`src/rtl/rca_pkg.sv`:
```
// Package: shared operation codes and sizes for the residue-coded address unit.
// Assumes the address width is a whole multiple of the check-symbol width.
package rca_pkg;

    // Operation codes presented on op_i.
    typedef enum logic [2:0] {
        OP_NOP    = 3'd0,
        OP_LD_SEQ = 3'd1,
        OP_LD_X0  = 3'd2,
        OP_LD_X1  = 3'd3,
        OP_INC    = 3'd4,
        OP_IDX0   = 3'd5,
        OP_IDX1   = 3'd6,
        OP_RSV    = 3'd7
    } op_e;

    // Number of index registers reachable through the op codes above.
    localparam int NUM_IDX = 2;

endpackage

```
`src/rtl/rca_eac_add.sv`:
```
// Module: W-bit ones'-complement adder with end-around carry.
// Computes a + b modulo (2^W - 1). An all-ones result stands for zero.
// Assumes nothing about its inputs; a second carry cannot occur.
module rca_eac_add #(
    parameter int W = 4
) (
    input  logic [W-1:0] a,
    input  logic [W-1:0] b,
    output logic [W-1:0] sum
);
    logic [W:0] raw;

    // Plain add, then fold the carry back into bit 0.
    always_comb begin
        raw = {1'b0, a} + {1'b0, b};
        sum = raw[W-1:0] + {{(W-1){1'b0}}, raw[W]};
    end
endmodule

```
`src/rtl/rca_residue.sv`:
```
// Module: residue of an AW-bit value modulo (2^CW - 1), normalised to 0..2^CW-2.
// Folds CW-bit chunks through a chain of end-around-carry adders.
// Assumes AW is a multiple of CW.
module rca_residue #(
    parameter int AW = 16,
    parameter int CW = 4
) (
    input  logic [AW-1:0] val,
    output logic [CW-1:0] res
);
    localparam int NCH = AW / CW;

    logic [CW-1:0] part [NCH];

    assign part[0] = val[CW-1:0];

    // One adder per further chunk: 2^CW == 1 modulo (2^CW - 1).
    for (genvar i = 1; i < NCH; i++) begin : g_fold
        rca_eac_add #(.W(CW)) u_add (
            .a  (part[i-1]),
            .b  (val[i*CW +: CW]),
            .sum(part[i])
        );
    end

    // The all-ones form of zero is mapped to 0.
    always_comb begin
        res = (part[NCH-1] == {CW{1'b1}}) ? {CW{1'b0}} : part[NCH-1];
    end
endmodule

```
`src/rtl/rca_code_check.sv`:
```
// Module: checker for one coded address {address, symbol}.
// The code is valid when residue(address) plus symbol, summed modulo 15
// with end-around carry, gives all ones.
// Assumes the symbol sits in the low CW bits.
module rca_code_check #(
    parameter int AW = 16,
    parameter int CW = 4
) (
    input  logic [AW+CW-1:0] code,
    output logic             ok
);
    logic [CW-1:0] res;
    logic [CW-1:0] tot;

    rca_residue #(.AW(AW), .CW(CW)) u_res (
        .val(code[AW+CW-1:CW]),
        .res(res)
    );

    rca_eac_add #(.W(CW)) u_sum (
        .a  (res),
        .b  (code[CW-1:0]),
        .sum(tot)
    );

    // Valid only for the all-ones total.
    always_comb begin
        ok = (tot == {CW{1'b1}});
    end
endmodule

```
`src/rtl/rca_addr_unit.sv`:
```
// Module: residue-coded address unit (top).
// Holds a coded sequence register and NUM_IDX coded index registers.
// Increments the sequence address and forms indexed addresses.
// Check symbols are added modulo (2^CHK_W - 1) rather than regenerated.
// Every result is code-checked before it is registered out.
// A result that fails the check, or carries out of the address add, is not stored.
// Assumes ADDR_W is a multiple of CHK_W, so 2^ADDR_W == 1 modulo the check base.
module rca_addr_unit
    import rca_pkg::*;
#(
    parameter int ADDR_W = 16,
    parameter int CHK_W  = 4
) (
    input  logic                     clk,
    input  logic                     rst_n,
    input  logic [2:0]               op_i,
    input  logic [ADDR_W+CHK_W-1:0]  instr_i,
    output logic [ADDR_W+CHK_W-1:0]  addr_o,
    output logic                     valid_o,
    output logic                     check_ok_o,
    output logic                     overflow_o,
    output logic                     fault_o
);
    localparam int CODE_W = ADDR_W + CHK_W;
    // Coded zero: address 0 with the all-ones symbol.
    localparam logic [CODE_W-1:0] ZERO_CODE = {{ADDR_W{1'b0}}, {CHK_W{1'b1}}};
    // Coded one: address 1 with symbol (2^CHK_W - 1) - 1.
    localparam logic [CODE_W-1:0] ONE_CODE  =
        {ADDR_W'(1), {{(CHK_W-1){1'b1}}, 1'b0}};

    op_e               op;
    op_e               op_q;
    logic [CODE_W-1:0] seq_q;
    logic [CODE_W-1:0] idx_q [NUM_IDX];

    logic [CODE_W-1:0] opa;
    logic [CODE_W-1:0] opb;
    logic [ADDR_W:0]   addr_sum;
    logic [CHK_W-1:0]  sym_sum;
    logic [CODE_W-1:0] result;
    logic              carry;
    logic              is_load;
    logic              is_arith;
    logic              res_ok;
    logic              commit;
    logic              out_chk_ok;

    assign op = op_e'(op_i);

    // Choose adder operands: sequence + coded one, or instruction + index.
    always_comb begin
        opa = instr_i;
        opb = ZERO_CODE;
        case (op)
            OP_INC:  begin opa = seq_q;   opb = ONE_CODE;  end
            OP_IDX0: begin opa = instr_i; opb = idx_q[0];  end
            OP_IDX1: begin opa = instr_i; opb = idx_q[1];  end
            default: begin opa = instr_i; opb = ZERO_CODE; end
        endcase
    end

    // Binary address add with its carry kept for overflow reporting.
    always_comb begin
        addr_sum = {1'b0, opa[CODE_W-1:CHK_W]} + {1'b0, opb[CODE_W-1:CHK_W]};
    end

    // Check symbols combine modulo (2^CHK_W - 1).
    rca_eac_add #(.W(CHK_W)) u_sym_add (
        .a  (opa[CHK_W-1:0]),
        .b  (opb[CHK_W-1:0]),
        .sum(sym_sum)
    );

    // Classify the operation and pick the result: loads bypass the adder.
    always_comb begin
        is_load  = (op == OP_LD_SEQ) || (op == OP_LD_X0) || (op == OP_LD_X1);
        is_arith = (op == OP_INC) || (op == OP_IDX0) || (op == OP_IDX1);
        result   = is_load ? instr_i : {addr_sum[ADDR_W-1:0], sym_sum};
        carry    = is_arith && addr_sum[ADDR_W];
    end

    // Independent code check on the result before it is stored or driven.
    rca_code_check #(.AW(ADDR_W), .CW(CHK_W)) u_res_chk (
        .code(result),
        .ok  (res_ok)
    );

    // A register is written only with a result that is in code and in range.
    assign commit = res_ok && !carry;

    // Sequence register: written by its load and by increment.
    always_ff @(posedge clk) begin
        if (!rst_n) begin
            seq_q <= ZERO_CODE;
        end else if (commit && (op == OP_LD_SEQ || op == OP_INC)) begin
            seq_q <= result;
        end
    end

    // Index registers: one per load code, written only by their own load.
    for (genvar k = 0; k < NUM_IDX; k++) begin : g_idx
        localparam logic [2:0] LD_CODE = 3'(int'(OP_LD_X0) + k);
        always_ff @(posedge clk) begin
            if (!rst_n) begin
                idx_q[k] <= ZERO_CODE;
            end else if (commit && op_i == LD_CODE) begin
                idx_q[k] <= result;
            end
        end
    end

    // Output stage: one cycle after the operation, flags only with a result.
    always_ff @(posedge clk) begin
        if (!rst_n) begin
            addr_o     <= '0;
            valid_o    <= 1'b0;
            check_ok_o <= 1'b0;
            overflow_o <= 1'b0;
            fault_o    <= 1'b0;
            op_q       <= OP_NOP;
        end else begin
            op_q <= op;
            if (is_load || is_arith) begin
                addr_o     <= result;
                valid_o    <= 1'b1;
                check_ok_o <= res_ok;
                overflow_o <= carry;
                fault_o    <= !res_ok;
            end else begin
                valid_o    <= 1'b0;
                check_ok_o <= 1'b0;
                overflow_o <= 1'b0;
                fault_o    <= 1'b0;
            end
        end
    end

    // Second checker on the registered output, used to guard the first.
    rca_code_check #(.AW(ADDR_W), .CW(CHK_W)) u_out_chk (
        .code(addr_o),
        .ok  (out_chk_ok)
    );

    // the reported check result agrees with a fresh check of addr_o.
    a_r2_check_matches: assert property (@(posedge clk) disable iff (!rst_n)
        valid_o |-> (out_chk_ok == check_ok_o));

    // an index operation leaves the sequence register untouched.
    a_r3_index_no_write: assert property (@(posedge clk) disable iff (!rst_n)
        (valid_o && (op_q == OP_IDX0 || op_q == OP_IDX1)) |-> $stable(seq_q));

    // an increment that did not overflow steps the address by one.
    a_r4_incr_step: assert property (@(posedge clk) disable iff (!rst_n)
        (valid_o && op_q == OP_INC && !overflow_o) |->
        (addr_o[CODE_W-1:CHK_W] == $past(seq_q[CODE_W-1:CHK_W]) + ADDR_W'(1)));

    // an overflowing increment does not disturb the sequence register.
    a_r5_no_overflow_write: assert property (@(posedge clk) disable iff (!rst_n)
        (valid_o && overflow_o && op_q == OP_INC) |-> (seq_q == $past(seq_q)));

    // with no result presented, no flag is raised.
    a_r8_idle_quiet: assert property (@(posedge clk) disable iff (!rst_n)
        !valid_o |-> (!fault_o && !overflow_o && !check_ok_o));

endmodule

```
`config.mk`:
```
export PLATFORM = sky130hd
export DESIGN_NAME = rca_addr_unit
export DESIGN_NICKNAME = d
export VERILOG_FILES = /design/src/rtl/rca_pkg.sv /design/src/rtl/rca_eac_add.sv /design/src/rtl/rca_residue.sv /design/src/rtl/rca_code_check.sv /design/src/rtl/rca_addr_unit.sv
export SDC_FILE = /design/constraint.sdc
export NUM_CORES = 1
export LEC_CHECK = 0
export CAP_MARGIN = 20
export CORE_UTILIZATION = 50
export CTS_CLUSTER_SIZE = 14
export DETAILED_ROUTE_END_ITERATION = 7
export DONT_BUFFER_PORTS = 1
export GPL_TIMING_DRIVEN = 0
export PLACE_DENSITY_LB_ADDON = 0.1
export SETUP_SLACK_MARGIN = 0.5
export SLEW_MARGIN = 25
export SYNTH_ARGS = -nofsm -noshare
export SYNTH_HDL_FRONTEND = slang
export SYNTH_SLANG_ARGS = --single-unit
export TNS_END_PERCENT = 100
```
`constraint.sdc`:
```
create_clock -name clk -period 27 [get_ports clk]
set_input_delay 5.4 -clock clk [delete_from_list [all_inputs] [get_ports clk]]
set_output_delay 5.4 -clock clk [all_outputs]
set_load 0.005 [all_outputs]
```
==> results of run 1 <==
-- worst paths after layout --
kind / from / endpoint / slack, ns / depth (start not counted)
setup reg to reg: seq_q[7] / seq_q[17] / 17.29 / 44
setup / recovery: op_i[2] / seq_q[17] / 11.18 / 48
hold reg to reg: seq_q[19] / seq_q[19] / 0.48 / 2
hold / removal: seq_q[19] / seq_q[19] / 0.48 / 2
-- Yosys cell counts, types with 4 or more instances --
master / n / share of area [%]
inv_1: 38 / 2.5
nor2_1: 60 / 4.0
nor2_2: 11 / 1.2
a21oi_1: 48 / 4.3
nand3_1: 14 / 1.3
edfxtp_1: 40 / 21
nand2b_1: 10 / 1.1
ha_1: 46 / 10
o21ai_0: 25 / 2.2
a211oi_1: 29 / 3.9
or2_1: 4 / 0.45
and3_1: 6 / 0.67
a21o_1: 10 / 1.3
nor3b_1: 5 / 0.67
nor2b_1: 7 / 0.78
mux2i_1: 15 / 2.7
xnor2_1: 18 / 2.8
fa_1: 6 / 2.1
buf_2: 10 / 0.89
dfxtp_1: 44 / 16
xor2_1: 7 / 1.1
nand2_1: 27 / 1.8
and2_1: 7 / 0.78
a22o_1: 15 / 2.3
clkbuf_1: 18 / 1.2
mux2_2: 21 / 4.2
-- registers in the layout, indices dropped and copies added, names as in the netlist --
signal and flops:
overflow_o 1, check_ok_o 1, idx_q 40, seq_q 20, fault_o 1, valid_o 1, addr_o 20
-- worst max-delay path, delay by kind of cell --
kind | cells | cell delay (ns)
XOR/XNOR | 4 | 0.75
multiplexers | 1 | 0.42
AO/OA/AOI/OAI | 9 | 2.22
AND/OR/NAND/NOR | 14 | 2.29
buffers and inverters | 7 | 1.61
adder cells (fa/ha/maj) | 13 | 3.31
-- per-stage QoR --
| step | instances | util [%] | hold WS [ns] | instance area, µm² | worst slack (ns) |
|---|---|---|---|---|---|
| 2_1_floorplan | 592 | - | 0.443 | 5600 | 11.55 |
| 3_3_place_gp | 732 | 53.1 | 0.455 | 5780 | 9.40 |
| 3_5_place_dp | 734 | 53.6 | 0.465 | 5830 | 10.90 |
| 4_1_cts | 750 | 55.3 | 0.481 | 6020 | 11.25 |
| 5_1_grt | 750 | 55.3 | 0.504 | 6020 | 10.22 |
| 6_report | 750 | 55.3 | 0.484 | 6020 | 11.18 |
-- routing by layer --
metal / track usage [%] / vias up / wire length (µm)
met5: 0 / - / 0
met2: 46.2 / 146 / 6970
met3: 6.36 / 32 / 959
li1: - / 2163 / -
met1: 34.4 / 2163 / 6470
met4: 10.1 / 0 / 356
-- cell type report --
type,instances,area share (%)
buffer,31,2.56
inverter,39,2.43
tap,140,2.91
clock inverter,3,0.312
sequential,84,34.6
multi-input combinational,438,53.9
clock buffer,13,2.83
timing repair buffer,2,0.499
-- cells in the final DEF, fill, tap and decap left out, drive strengths merged, types with 5 or more instances in the layout --
cell / instances
mux2i: 15
a211oi: 30
ha: 46
a22o: 15
o21ai: 25
a21oi: 49
dfxtp: 44
nand3: 14
buf: 14
and2: 7
xnor2: 18
nand2b: 10
xor2: 7
fa: 6
edfxtp: 40
a21o: 10
clkbuf: 32
nor2: 71
nor2b: 7
and3: 6
nand2: 28
inv: 38
mux2: 21
nor3b: 5
-- logic make-up (layout without fill, tap and decap cells) --
logic type | count (synthesis) | after routing
compound gates | 156 | 156
flops | 84 | 84
buf+inv | 70 | 88
xor+xnor | 27 | 27
simple gates | 167 | 167
fa+ha+maj | 52 | 52
mux | 36 | 36
==> results.sh, run 1 <==
export IMPL_outcome="complete, no violations"
export IMPL_postRouteAntennaNets=0
export IMPL_setup_viol=0
export IMPL_die_area_mm2=0.0116
export IMPL_grt_antenna_before_repair=0
export IMPL_slowest_stage="a211oi_1"
export IMPL_multi_input_area_mm2=0.00325
export IMPL_cts_made_buffers=9
export IMPL_initial_core_util_pct=51.4
export IMPL_synth_compound_area_share_pct=18.6
export IMPL_post_cts_resized=0
export IMPL_finalNetCount=682
export IMPL_synth_ff_type="dfxtp_1"
export IMPL_ys_ff_latch=84
export IMPL_register_area_mm2=0.00208
export IMPL_slew_violations=0
export IMPL_row_count=38
export IMPL_critPathKind="input pin to register"
export IMPL_syn_area_per_cell_um2=9.46
export IMPL_timing_critical_path_arrival_ns=16.03
export IMPL_first_global_vias=4633
export IMPL_syn2layout_area_growth_pct=7.53
export IMPL_io_pins=49
export IMPL_post_cts_setup_buffers=0
export IMPL_synth_top_family_by_area="compound AO/OA/AOI/OAI gates"
export IMPL_ctsHoldBuffers=0
export IMPL_ys_seq_area_share_pct=37.2
export IMPL_synthArstFlopShare_pct=0
export IMPL_drc=0
export IMPL_drt_iter0_drc=317
export IMPL_clock_skew_ns=0.0104
export IMPL_min_period_ns=15.82
export IMPL_clk_pin_slew_ns=0.09
export IMPL_startpoint_type="input pin"
export IMPL_rsz0062_at_grt="false"
export IMPL_die_width_um=108
export IMPL_synth_xor_area_share_pct=4.76
export IMPL_tightest_slew_ns=1.02
export IMPL_synthMuxAreaShare_pct=6.90
export IMPL_timing_max_cap_violations=0
export IMPL_path_max_fanout=10
export IMPL_endpoint_kind="register"
export IMPL_io_buffers=0
export IMPL_yosys_area_share_simple_pct=14.8
export IMPL_grt_max_degree=14
export IMPL_cpPeakStageDelay_ns=0.85
export IMPL_tns_ns=0
export IMPL_max_freq_mhz=63.2
export IMPL_netlist_instances=592
export IMPL_relSlewSlack_pct=31.8
export IMPL_ys_warn_count=0
export IMPL_hold_path_class="register to register"
export IMPL_synth_nets=669
export IMPL_gp_congestion=0.910
export IMPL_insertion_delay_ns=0.37
export IMPL_worstPathRequired_ns=27.20
export IMPL_grt_pass1_wl_mm=23.8
export IMPL_via_per_inst=6.01
export IMPL_synthAdderAreaFrac_pct=12.4
export IMPL_hold_viol_final=0
export IMPL_grt_use_total_pct=27.5
export IMPL_cts_root_buf="clkbuf_8"
export IMPL_antenna_cells=0
export IMPL_hpwlAfterDp_mm=11.3
export IMPL_cts_tree="built"
export IMPL_num_fill_cells=964
export IMPL_die_height_um=108
export IMPL_drt_wl_total_mm=14.8
export IMPL_fin_crit_sh_pct=58.6
export IMPL_cts_buffer_depth=2
export IMPL_h_tree_depth=3
export IMPL_avgRoutedWirePerCell_um=19.7
export IMPL_core_area_mm2=0.0109
export IMPL_yosysUniqueCellTypes=61
export IMPL_dr_pass1_iters=5
export IMPL_synth_edff_count=40
export IMPL_synthesis_area_mm2=0.00560
export IMPL_drive_gt1_share_pct=11.8
export IMPL_clock_sinks=84
export IMPL_grt_ovfl_total=0
export IMPL_vias=4504
export IMPL_cp_common_cell="ha_1"
Power of run 1 is left out: the tool's default activity adds up to more than one toggle a clock period on the data nets, which glitch-free logic cannot reach.
==> run 2, diff against run 1 <==
==> constraint.sdc (replaced) <==
create_clock -name clk -period 15 [get_ports clk]
set_input_delay 3 -clock clk [delete_from_list [all_inputs] [get_ports clk]]
set_output_delay 3 -clock clk [all_outputs]
set_load 0.005 [all_outputs]
==> results of run 2 <==
Same layout as run 1 (identical final DEF). Status: complete, no violations.
Main changes from that run: setup slack after placement 10.90 ns -> 1.30 ns; setup slack after layout 11.18 ns -> 1.58 ns; register-to-register setup slack 17.29 ns -> 5.29 ns
Power of run 2 is left out for the same reason.
==> run 3, diff against run 2 <==
--- a/config.mk
+++ b/config.mk
@@ -5,6 +5,7 @@
 export SDC_FILE = /design/constraint.sdc
 export NUM_CORES = 1
 export LEC_CHECK = 0
+export ABC_CLOCK_PERIOD_IN_PS = 15000
 export CAP_MARGIN = 20
 export CORE_UTILIZATION = 50
 export CTS_CLUSTER_SIZE = 14
==> results of run 3 <==
Same layout as run 1 (identical final DEF). Status: complete, no violations.
Main changes from that run: setup slack after placement 10.90 ns -> 1.30 ns; setup slack after layout 11.18 ns -> 1.58 ns; register-to-register setup slack 17.29 ns -> 5.29 ns
Power of run 3 is left out for the same reason.
